$ cat src/rtl/sgw_pkg.sv
package sgw_pkg;
  localparam int WORD_W   = 32;
  localparam int N_APP    = 5;
  localparam int N_FETCH  = 9;
  localparam int LEN_W    = 23;
  localparam int EOF_BIT  = 26;
  localparam int SOF_BIT  = 27;
  localparam int DONE_BIT = 31;
  localparam logic [3:0] STATUS_WOFF = 4'd7;
  localparam logic [1:0] RSP_OK     = 2'b00;
  localparam logic [1:0] RSP_DECERR = 2'b10;

  typedef enum logic [3:0] {
    S_STOP, S_F_REQ, S_F_WAIT, S_CHECK, S_CTL_LD, S_CTL_OUT,
    S_D_NEXT, S_D_REQ, S_D_WAIT, S_D_OUT, S_W_REQ, S_W_WAIT
  } walk_state_t;

  // word offset inside a descriptor for fetch step k
  function automatic logic [3:0] fetch_off(input logic [3:0] k);
    case (k)
      4'd0:    return 4'd0;
      4'd1:    return 4'd2;
      4'd2:    return 4'd6;
      4'd3:    return 4'd7;
      default: return 4'(k + 4'd4);
    endcase
  endfunction
endpackage

$ cat src/rtl/sgw_app_ram.sv
module sgw_app_ram #(
  parameter int WIDTH = 32,
  parameter int DEPTH = 5
) (
  input  logic                     clk,
  input  logic                     we,
  input  logic [$clog2(DEPTH)-1:0] waddr,
  input  logic [WIDTH-1:0]         wdata,
  input  logic [$clog2(DEPTH)-1:0] raddr,
  output logic [WIDTH-1:0]         rdata
);
  logic [WIDTH-1:0] mem [DEPTH];

  always_ff @(posedge clk) begin
    if (we) mem[waddr] <= wdata;
    rdata <= mem[raddr];
  end
endmodule

$ cat src/rtl/sgw_beat_calc.sv
module sgw_beat_calc #(
  parameter int LEN_W = 23,
  parameter int BYTES = 4
) (
  input  logic [LEN_W-1:0] remain,
  output logic [BYTES-1:0] keep,
  output logic [LEN_W-1:0] take,
  output logic             final_beat
);
  localparam int BW = $clog2(BYTES);

  always_comb begin
    if (remain >= LEN_W'(BYTES)) begin
      keep       = '1;
      take       = LEN_W'(BYTES);
      final_beat = (remain == LEN_W'(BYTES));
    end else begin
      keep       = BYTES'((BYTES'(1) << remain[BW-1:0]) - BYTES'(1));
      take       = remain;
      final_beat = 1'b1;
    end
  end
endmodule

$ cat src/rtl/sg_walker.sv
module sg_walker
  import sgw_pkg::*;
#(
  parameter int ADDR_W = 32
) (
  input  logic              clk,
  input  logic              rst,
  input  logic              start,
  input  logic [ADDR_W-1:0] cur_ptr_in,
  input  logic [ADDR_W-1:0] tail_ptr_in,
  output logic              mem_req,
  output logic              mem_we,
  output logic [ADDR_W-1:0] mem_addr,
  output logic [31:0]       mem_wdata,
  input  logic              mem_ready,
  input  logic              mem_rvalid,
  input  logic [31:0]       mem_rdata,
  input  logic [1:0]        mem_rerr,
  output logic              ctl_valid,
  input  logic              ctl_ready,
  output logic [31:0]       ctl_data,
  output logic              ctl_last,
  output logic              dat_valid,
  input  logic              dat_ready,
  output logic [31:0]       dat_data,
  output logic [3:0]        dat_keep,
  output logic              dat_last,
  output logic              running,
  output logic              halted,
  output logic              idle,
  output logic              err_decode,
  output logic              err_slave,
  output logic              err_irq,
  output logic              frame_done
);
  localparam int APP_AW    = $clog2(N_APP);
  localparam int APP_FIRST = N_FETCH - N_APP;
  localparam int BYTES     = WORD_W / 8;
  localparam logic [WORD_W-1:0] DONE_WORD = WORD_W'(1) << DONE_BIT;

  function automatic logic [ADDR_W-1:0] word_addr(input logic [ADDR_W-1:0] base,
                                                  input logic [3:0] woff);
    return base + ADDR_W'({woff, 2'b00});
  endfunction

  walk_state_t       state;
  logic [ADDR_W-1:0] cur_ptr, tail_ptr, nxt_ptr, buf_ptr;
  logic [LEN_W-1:0]  remain_q;
  logic              sof_q, eof_q, done_q;
  logic [3:0]        fetch_k;
  logic [APP_AW-1:0] app_idx;
  logic [WORD_W-1:0] dat_data_q;
  logic [BYTES-1:0]  dat_keep_q;
  logic              dat_last_q;
  logic [ADDR_W-1:0] mem_addr_q;
  logic              mem_we_q;
  logic [WORD_W-1:0] mem_wdata_q;
  logic              run_q, halted_q, idle_q, err_dec_q, err_slv_q, err_irq_q, fdone_q;

  // application word store
  logic              app_we;
  logic [APP_AW-1:0] app_waddr;
  logic [WORD_W-1:0] app_rdata;

  assign app_we    = (state == S_F_WAIT) && mem_rvalid && (mem_rerr == RSP_OK) &&
                     (fetch_k >= 4'(APP_FIRST));
  assign app_waddr = APP_AW'(fetch_k - 4'(APP_FIRST));

  sgw_app_ram #(.WIDTH(WORD_W), .DEPTH(N_APP)) u_app (
    .clk   (clk),
    .we    (app_we),
    .waddr (app_waddr),
    .wdata (mem_rdata),
    .raddr (app_idx),
    .rdata (app_rdata)
  );

  // byte enables for the next data beat
  logic [BYTES-1:0] keep_w;
  logic [LEN_W-1:0] take_w;
  logic             final_w;

  sgw_beat_calc #(.LEN_W(LEN_W), .BYTES(BYTES)) u_beat (
    .remain     (remain_q),
    .keep       (keep_w),
    .take       (take_w),
    .final_beat (final_w)
  );

  always_ff @(posedge clk) begin
    if (rst) begin
      state       <= S_STOP;
      cur_ptr     <= '0;
      tail_ptr    <= '0;
      nxt_ptr     <= '0;
      buf_ptr     <= '0;
      remain_q    <= '0;
      sof_q       <= 1'b0;
      eof_q       <= 1'b0;
      done_q      <= 1'b0;
      fetch_k     <= '0;
      app_idx     <= '0;
      dat_data_q  <= '0;
      dat_keep_q  <= '0;
      dat_last_q  <= 1'b0;
      mem_addr_q  <= '0;
      mem_we_q    <= 1'b0;
      mem_wdata_q <= '0;
      run_q       <= 1'b0;
      halted_q    <= 1'b1;
      idle_q      <= 1'b0;
      err_dec_q   <= 1'b0;
      err_slv_q   <= 1'b0;
      err_irq_q   <= 1'b0;
      fdone_q     <= 1'b0;
    end else begin
      fdone_q <= 1'b0;
      case (state)
        S_STOP: begin
          if (start) begin
            cur_ptr    <= cur_ptr_in;
            tail_ptr   <= tail_ptr_in;
            run_q      <= 1'b1;
            halted_q   <= 1'b0;
            idle_q     <= 1'b0;
            err_dec_q  <= 1'b0;
            err_slv_q  <= 1'b0;
            err_irq_q  <= 1'b0;
            fetch_k    <= '0;
            mem_we_q   <= 1'b0;
            mem_addr_q <= word_addr(cur_ptr_in, fetch_off(4'd0));
            state      <= S_F_REQ;
          end
        end
        S_F_REQ: if (mem_ready) state <= S_F_WAIT;
        S_F_WAIT: begin
          if (mem_rvalid) begin
            if (mem_rerr != RSP_OK) begin
              err_dec_q <= (mem_rerr == RSP_DECERR);
              err_slv_q <= (mem_rerr != RSP_DECERR);
              err_irq_q <= 1'b1;
              run_q     <= 1'b0;
              halted_q  <= 1'b1;
              state     <= S_STOP;
            end else begin
              case (fetch_k)
                4'd0: nxt_ptr <= ADDR_W'(mem_rdata);
                4'd1: buf_ptr <= ADDR_W'(mem_rdata);
                4'd2: begin
                  sof_q    <= mem_rdata[SOF_BIT];
                  eof_q    <= mem_rdata[EOF_BIT];
                  remain_q <= mem_rdata[LEN_W-1:0];
                end
                4'd3: done_q <= mem_rdata[DONE_BIT];
                default: ;
              endcase
              if (fetch_k == 4'(N_FETCH - 1)) begin
                state <= S_CHECK;
              end else begin
                fetch_k    <= fetch_k + 4'd1;
                mem_addr_q <= word_addr(cur_ptr, fetch_off(fetch_k + 4'd1));
                state      <= S_F_REQ;
              end
            end
          end
        end
        S_CHECK: begin
          if (done_q) begin
            halted_q <= 1'b1;
            state    <= S_STOP;
          end else if (sof_q) begin
            app_idx <= '0;
            state   <= S_CTL_LD;
          end else begin
            state <= S_D_NEXT;
          end
        end
        S_CTL_LD: state <= S_CTL_OUT;
        S_CTL_OUT: begin
          if (ctl_ready) begin
            if (app_idx == APP_AW'(N_APP - 1)) begin
              state <= S_D_NEXT;
            end else begin
              app_idx <= app_idx + APP_AW'(1);
              state   <= S_CTL_LD;
            end
          end
        end
        S_D_NEXT: begin
          if (remain_q == '0) begin
            mem_we_q    <= 1'b1;
            mem_addr_q  <= word_addr(cur_ptr, STATUS_WOFF);
            mem_wdata_q <= DONE_WORD;
            state       <= S_W_REQ;
          end else begin
            mem_we_q   <= 1'b0;
            mem_addr_q <= buf_ptr;
            state      <= S_D_REQ;
          end
        end
        S_D_REQ: if (mem_ready) state <= S_D_WAIT;
        S_D_WAIT: begin
          if (mem_rvalid) begin
            dat_data_q <= mem_rdata;
            dat_keep_q <= keep_w;
            dat_last_q <= eof_q && final_w;
            state      <= S_D_OUT;
          end
        end
        S_D_OUT: begin
          if (dat_ready) begin
            remain_q <= remain_q - take_w;
            buf_ptr  <= buf_ptr + ADDR_W'(BYTES);
            state    <= S_D_NEXT;
          end
        end
        S_W_REQ: if (mem_ready) state <= S_W_WAIT;
        S_W_WAIT: begin
          if (mem_rvalid) begin
            mem_we_q <= 1'b0;
            fdone_q  <= eof_q;
            cur_ptr  <= nxt_ptr;
            if (cur_ptr == tail_ptr) begin
              idle_q <= 1'b1;
              state  <= S_STOP;
            end else begin
              fetch_k    <= '0;
              mem_addr_q <= word_addr(nxt_ptr, fetch_off(4'd0));
              state      <= S_F_REQ;
            end
          end
        end
        default: state <= S_STOP;
      endcase
    end
  end

  assign mem_req    = (state == S_F_REQ) || (state == S_D_REQ) || (state == S_W_REQ);
  assign mem_we     = mem_we_q;
  assign mem_addr   = mem_addr_q;
  assign mem_wdata  = mem_wdata_q;
  assign ctl_valid  = (state == S_CTL_OUT);
  assign ctl_data   = app_rdata;
  assign ctl_last   = ctl_valid && (app_idx == APP_AW'(N_APP - 1));
  assign dat_valid  = (state == S_D_OUT);
  assign dat_data   = dat_data_q;
  assign dat_keep   = dat_keep_q;
  assign dat_last   = dat_valid && dat_last_q;
  assign running    = run_q;
  assign halted     = halted_q;
  assign idle       = idle_q;
  assign err_decode = err_dec_q;
  assign err_slave  = err_slv_q;
  assign err_irq    = err_irq_q;
  assign frame_done = fdone_q;
endmodule

$ cat config.mk
export PLATFORM = sky130hd
export DESIGN_NAME = sg_walker
export DESIGN_NICKNAME = d
export VERILOG_FILES = /design/src/rtl/sgw_pkg.sv /design/src/rtl/sgw_app_ram.sv /design/src/rtl/sgw_beat_calc.sv /design/src/rtl/sg_walker.sv
export SDC_FILE = /design/constraint.sdc
export NUM_CORES = 1
export LEC_CHECK = 0
export ABC_AREA = 0
export BUFFER_PORTS_ARGS = -buffer_cell sky130_fd_sc_hd__buf_4
export CAP_MARGIN = 20
export CORE_AREA = 4 4 222 224
export CTS_BUF_LIST = sky130_fd_sc_hd__clkbuf_16
export CTS_CLUSTER_DIAMETER = 30
export DETAILED_ROUTE_END_ITERATION = 8
export DIE_AREA = 0 0 226 228
export SLEW_MARGIN = 20
export SYNTH_ARGS = -nofsm -noshare
export SYNTH_HDL_FRONTEND = slang
export SYNTH_HIERARCHICAL = 1
export SYNTH_SLANG_ARGS = --single-unit
$ cat constraint.sdc
create_clock -name clk -period 7.3 [get_ports clk]
set_input_delay 1.46 -clock clk [delete_from_list [all_inputs] [get_ports clk]]
set_output_delay 1.46 -clock clk [all_outputs]
set_load 0.02 [all_outputs]
After elaboration in Yosys (flattened, before gate mapping)
Memories as Yosys holds them, arrays and structs flattened. A register that Yosys moved wholly into a read port is not among the register bits.
Index checks and enable logic that the tools add are counted.
- $add $sub $neg: 9
- $lt $le $gt $ge: 2
- eq/ne operators: 43
- shift operators: 1
- multiplexer cells: 82
- bitwise operators: 3
- reductions and logical operators: 40
- operators by type and width (operator ; count):
    two-way mux 32 bit ; 12
    one-hot mux 32 bit (2 select lines) ; 2
    one-hot mux 32 bit (4 select lines) ; 1
    two-way mux 23 bit ; 5
    two-way mux 4 bit ; 22
    one-hot mux 4 bit (12 select lines) ; 1
    one-hot mux 23 bit (2 select lines) ; 1
    adder 32 x 3 -> 32 bit (second input constant) ; 1
    adder 32 x 5 -> 32 bit (second input constant) ; 1
    adder 32 x 6 -> 32 bit ; 1
    == test 32 bit ; 1
    inequality test 2 bit (second input constant) ; 16
    == test 4 x 2 -> 1 bit (second input constant) ; 6
    == test 23 x 3 -> 1 bit (second input constant) ; 1
    >= comparator 23 x 3 -> 1 bit (second input constant) ; 1
    zero test 23 bit ; 1
    subtractor 23 bit ; 1
    == test 4 bit (second input constant) ; 5
    AND reduction 4 bit ; 5
    AND reduction 5 bit ; 4
    two-way mux 1 bit ; 19
    == test 4 x 3 -> 1 bit (second input constant) ; 4
    one-hot mux 4 bit (4 select lines) ; 1
    two-way mux 3 bit ; 5
    29 further kinds ; 63
- register bits: 243
- RAM bits: 160
- input port bits: 105
- output and inout port bits: 145
- word-level logic and storage cells: 205
- memories kept: 1
- memory list (name ; depth ; bits a word ; read ports ; clocked after Yosys merged registers in ; write ports ; line ; RTL):
    u_app.mem ; 5 ; 32 ; 1 ; 1 ; 1 ; sgw_app_ram.sv:12 ; logic [WIDTH-1:0] mem [DEPTH];

Longest topological paths before layout
Gate-level depths: netlist of run 1.
- word-level depth: 13
- gate-level depth with buffers: 16

By module
The synthesis of run 1 kept the hierarchy.
- modules (own cells, without submodules) (module ; instances ; cells an instance ; area an instance (sq um) ; seq. area each (sq um)):
    sg_walker ; 1 ; 1877 ; 13948.4 ; 4864.7
    sgw_app_ram ; 1 ; 381 ; 6910.4 ; 5445.2
    sgw_beat_calc ; 1 ; 38 ; 271.5 ; 0.0

Least setup slack after synthesis of run 1
OpenSTA, ideal clock, no wires.
- path type: input -> register
- from: input port mem_rvalid
- to: memory u_app.mem[0][0], enable pin
- data arrival time: 5.509 ns
- required time: 6.787 ns
- path slack: 1.278 ns
- stages on the path: 4
- path through: clkbuf_1 o21ai_0 nor3_1 nor4b_1
- longest elaborated chain between the ends: 5
- ends and longest elaborated chain (what ; line ; RTL):
    start: declaration ; sg_walker.sv:16 ; input logic mem_rvalid,
    logical AND 1 bit (3 in series) ; sg_walker.sv:65 ; assign app_we = (state == S_F_WAIT) && mem_rvalid && (mem_rerr == RSP_OK) &&
    named net app_we ; sg_walker.sv:61 ; logic app_we;
    two-way mux 1 bit ; sgw_app_ram.sv:15 ; if (we) mem[waddr] <= wdata;
    two-way mux 1 bit (implied by the code) ; sgw_app_ram.sv:15 ;
    end: declaration ; sgw_app_ram.sv:12 ;
The timed path passes the listed nets, and every way through them passes these cells.

Worst setup path in the final report of run 1
- from: register state[0]
- to: output port dat_valid
- longest elaborated chain between the ends: 1
- ends and longest elaborated chain (what ; line ; RTL):
    start: declaration ; sg_walker.sv:46 ; walk_state_t state;
    start signal: assignment ; sg_walker.sv:92 ; state <= S_STOP;
    start signal: assignment ; sg_walker.sv:132 ; state <= S_F_REQ;
    start signal: assignment ; sg_walker.sv:135 ; S_F_REQ: if (mem_ready) state <= S_F_WAIT;
    == test 4 bit ; sg_walker.sv:245 ; assign dat_valid = (state == S_D_OUT);
    end: declaration ; sg_walker.sv:23 ; output logic dat_valid,
Every way passes these cells.

==> results.tsv, run 1 <==
metric	value	unit
hp-class	reg2reg	
io_buffers	218	
hold_violations	0	
tritoncts	built	
slowest_delay	0.84	ns
end_kind	primary output	
cts_resized	0	
r2r_start	fetch_k[0]	
cts_setup_buffers	0	
synth.distinct_cells	91	
area_growth	24.03	%
power.total	9917	uW
boundaryPins	250	
crit_path_top_delay_cell	dfxtp_1	
nets	2624	
cts_buffers	98	
worstSetupPathType	reg2out	
htreeDepth	3	
crit_start	state[0]	
rsz0062_at_grt	false	
clk_pin_slew	0.04	ns
grt_usage	0.2564	
rr_worst_depth	15	
via_per_inst	5.762	
start_util	0.4463	
drive_above_1_share	0.1767	
synth-seq-area-share	0.4879	
core_area	47350	um^2
worstPathArrival	2.99	ns
final_cell_area	26210	um^2
p_per_area	378.4	nW/um^2
synthFlopType	dfxtp_1	
ys_seq_elements	435	
grt_max_degree	85	
diodes	0	
setup_tns	0	ns
drc_errors	0	
grt_first_pass_wirelength	104600	um
rows	80	
rr_endpoint	mem_addr[28]	
cts_hold_buf	0	
relSlewSlack	0.2575	
vias	18320	
fmax	224.8	MHz
period_needed	4.449	ns
dpl_cell_area	22930	um^2
gp_congestion	0.9092	
fin_crit_sh	0.6095	
die_w	226	um
worst_pin_slew	1.113	ns
overflow	0	
critical_path.cell_chain	nor2b_1 -> nand2_2 -> inv_1 -> buf_4	
postSynthCellCount	2296	
p_leak	0.009877	uW
ir_drop	357.7	uV
wl	67840	um
die_area	51530	um^2
netlist_area	21130	um^2
synthArstFlopShare	0	
max-clock-path-buffers	3	
setup_viol	0	
status	finished, final reports clean	
slew_violations	0	
cap_viol_max_count	0	
first_global_vias	17940	
drtAntennaViolNets	0	
required	5.84	ns
final_cell_mix	nand2_1 (399), dfxtp_1 (273), buf_4 (248), a21oi_1 (192), edfxtp_1 (160)	
rrSetupSlack	3.24	ns
root_buffer	clkbuf_16	
skew	0.01803	ns
crit_end	dat_valid	
drtIter0Drc	1704	
dr.pass1.iters	8	
final_common_cell	nand2_1	
fin_util	0.5536	
clk_latency	0.62	ns
wl_per_cell	21.34	um
synth_edf_count	160	
dp.final_hpwl	46000	um
die_h	228	um
antenna_found_initial	1	
yosysWarnings	6	
crit_path_max_fanout	32	
clkSinkCount	435	
critPathLaunchType	register	
syn_area_per_cell	9.203	um^2
## sequential cells by signal, summed over array words and instances, names as in the netlist, 3 cells and up
register	count
fetch_k	4
app_idx	3
nxt_ptr	32
tail_ptr	32
buf_ptr	32
cur_ptr	32
dat_data	32
dat_keep	4
u_app/rdata	32
state	4
mem_addr	32
u_app/mem	160
remain_q	23
## synthesized netlist by cell type (7+ instances only)
master    number  share of area
o21ai_0       83          0.020
dfxtp_1      275           0.26
o22ai_1       13         0.0038
o211ai_1      14         0.0050
buf_4         57          0.020
clkbuf_1     108          0.019
edfxtp_1     160           0.23
nand4_1       28         0.0083
xnor2_1       37          0.015
nor2b_1       40          0.012
a21o_1        11         0.0039
nor2_1       162          0.029
nor4_1        22         0.0065
a311oi_1      55          0.023
a211oi_1      54          0.019
a21oi_1      192          0.045
buf_1          7         0.0012
a222oi_1      16         0.0076
nand2_1      402          0.071
or3_1          8         0.0024
ha_1          37          0.022
and3_1        19         0.0056
xor2_1        45          0.019
nand3_1       52          0.012
a221oi_1      25          0.010
nand2b_1      12         0.0036
a22oi_1       16         0.0057
mux2i_1       36          0.017
a221oi_2      13         0.0092
o221ai_1       9         0.0037
nor3_1        25         0.0059
a31oi_1       15         0.0044
buf_2         32         0.0076
o31ai_1       11         0.0039
inv_1         78          0.014
## per-stage QoR
stage	worst slack [ns]	instances	hold WS, ns
4_1_cts	2.886	3179	0.4549
3_3_place_gp	3.287	2994	0.4351
2_1_floorplan	1.278	2345	0.4274
3_5_place_dp	3.157	2995	0.4462
5_1_grt	2.667	3179	0.4681
6_report	2.851	3179	0.4531
## critical path: cells and delay by family (launching register included)
family                 cells  cell delay (ns)
buffers and inverters      2             1.09
DFF                        1             0.84
and+or+nand+nor            2             0.43
## power breakdown
part	total, uW	internal, uW	leakage (uW)	switching [uW]
clock	4260	2860	0.00162	1400
sequential	3200	2790	0.00369	415
combinational	2450	944	0.00457	1510
## how the worst min path moves through the flow
| stage | startpoint | end | slack (ns) | cells after the start |
|---|---|---|---|---|
| after floorplan | dat_last_q | dat_last_q | 0.43 | 2 |
| after global placement | dat_last_q | dat_last_q | 0.44 | 2 |
| after detailed placement | err_slave | err_slave | 0.45 | 2 |
| after CTS | dat_data[26] | dat_data[26] | 0.45 | 2 |
| after global routing | dat_data[26] | dat_data[26] | 0.47 | 2 |
| final | dat_data[0] | dat_data[0] | 0.45 | 2 |
## area by class of cell
class	count	area (um^2)
clock inverters	81	693.2
clock buffers	103	2577
repair buffers	250	1901
flip-flops and latches	435	10310
inverters	78	292.8
well taps	615	769.5
fillers	4257	21140
multi-input cells	1617	9661
## cells by family after synthesis
kind of cell	count (synthesis)	synth area share
AOI/OAI and AO/OA	586	0.1913
xor gates and xnor gates	82	0.03399
adders and majority gates	39	0.02380
buffers and inverters	293	0.06721
DFF	435	0.4879
muxes	36	0.01705
other	2	0.0003554
and+or+nand+nor	823	0.1784
## per-layer routing
layer	wire length, um	vias to the layer above	global-route usage
met1	29600	8872	0.3558
met4	1448	0	0.07906
met2	31510	761	0.4103
li1	-	8592	-
met3	5281	91	0.04461
met5	0	-	0
No activity file was read; power rests on OpenSTA's default activity.
==> inputs of run 2 (changes only) <==
Clock period 7.3 ns to 4.5 ns, I/O delays scaled along.
==> run 2 against run 1 <==
Combinational power increased by 62%. Flip-flop and latch count unchanged. Register-to-register slack got worse by 2.9 ns. Worst setup slack got worse by 2.5 ns. Sequential share of layout area decreased by 0.23 points. Clock power increased by 71%. Non-clock buffer count increased by 3. Global-route usage decreased by 0.29 points. First-iteration DRC count decreased by 17%.
==> results.tsv, run 2 (synthesis gave the netlist of run 1 again) <==
metric	value	unit
whs	0.4545	ns
worstSetupPathType	reg2reg	
required	5.00	ns
area_growth	24.76	%
first_global_vias	17770	
worst_pin_slew	1.051	ns
cap_viol_max_count	0	
clkSinkCount	435	
min_path_cells	2	
status	finished, final reports clean	
fillCellCount	4222	
hp-class	reg2reg	
dp.final_hpwl	44950	um
boundaryPins	250	
power.total	16450	uW
cts_setup_buffers	0	
rrSetupSlack	0.37	ns
cts_hold_buf	0	
die_h	228	um
rows	80	
gp_congestion	0.9297	
fin_util	0.5568	
die_area	51530	um^2
multiInputGateArea	9657	um^2
hold_path_startpoint	dat_data[0]	
fin_crit_sh	0.9173	
tritoncts	built	
via_per_inst	5.750	
clk_pin_slew	0.04	ns
nets	2626	
final_cell_mix	nand2_1 (400), dfxtp_1 (273), buf_4 (251), a21oi_1 (192), edfxtp_1 (160)	
relSlewSlack	0.2991	
diodes	0	
overflow	0	
drtIter0Drc	1412	
wl_per_cell	21.19	um
clk_latency	0.64	ns
critPathLaunchType	register	
end_kind	register	
drc_errors	0	
core_area	47350	um^2
r2r_start	fetch_k[1]	
slew_violations	0	
drive_above_1_share	0.1800	
worstPathArrival	4.63	ns
regArea	10310	um^2
io_buffers	218	
start_util	0.4463	
skew	0.01894	ns
drtAntennaViolNets	0	
largest_reg_flops	160	
setup_tns	0	ns
grt_first_pass_wirelength	103300	um
dr.pass1.iters	7	
max-clock-path-buffers	3	
rr_worst_depth	15	
period_needed	4.128	ns
p_leak	0.009962	uW
htreeDepth	3	
die_w	226	um
cts_buffers	97	
root_buffer	clkbuf_16	
grt_usage	0.2534	
vias	18290	
crit_path_max_fanout	11	
p_per_area	623.8	nW/um^2
final_common_cell	nand2_1	
ir_drop	386.9	uV
rsz0062_at_grt	false	
grt_max_degree	194	
hold_violations	0	
fmax	242.3	MHz
cts_resized	0	
setup_viol	0	
antenna_found_initial	1	
wl	67400	um
crit_start	fetch_k[1]	
top_register	u_app/mem	
## run 2: cell count changes in the layout (fill, tap and decap cells not counted), moves of 2 or more
cell / previous run / this run
clkinv_1: 20 / 18
bufinv_16: 9 / 18
clkinv_2: 9 / 19
clkbuf_16: 103 / 97
buf_4: 248 / 251
clkinvlp_4: 15 / 8
inv_1: 94 / 87
clkinv_8: 1 / 3
## run 2: metal layers
layer	up-vias	wire length [um]	track usage
met1	8814	29640	0.3484
met5	-	0	0
met3	126	5227	0.04950
li1	8590	-	-
met2	761	30710	0.3999
met4	0	1825	0.08940
## run 2: final cells by class
cell class,count,share of cell area
flip-flops and latches,435,0.3913
multi-input cells,1617,0.3663
clock buffers,97,0.09207
repair buffers,253,0.07266
clock inverters,86,0.03740
well taps,615,0.02919
inverters,78,0.01111
## run 2: stage by stage
stage                     instance area, um^2  setup slack, ns  std cells
after floorplan                         21330           0.2288       2345
after global placement                  22950           0.5393       2998
after detailed placement                22950           0.4507       2998
after CTS                               26360           0.4374       3181
after global routing                    26360           0.1272       3181
final                                   26360           0.3721       3181
## run 2: power by group
part           switching [uW]  internal [uW]
registers                 666           4530
clock network            2320           4960
logic                    2450           1530
total                    5430          11000
## run 2: final timing paths
kind	to
worst max register to register	mem_addr[28]
worst min register to register	dat_data[0]
worst min-delay path	dat_data[0]
worst max-delay path	mem_addr[28]
## run 2: critical path, cell delays in order, from the launching register on
cell	delay [ns]
dfxtp_1	0.65
ha_1	0.36
xnor2_1	0.19
ha_1	0.30
o31ai_1	0.10
a22o_1	0.19
ha_1	0.21
fa_1	0.41
a21o_1	0.20
a21o_1	0.27
nand3_1	0.25
o22ai_1	0.16
a21oi_1	0.19
a31oi_1	0.06
a2111oi_0	0.39
nor2_1	0.10
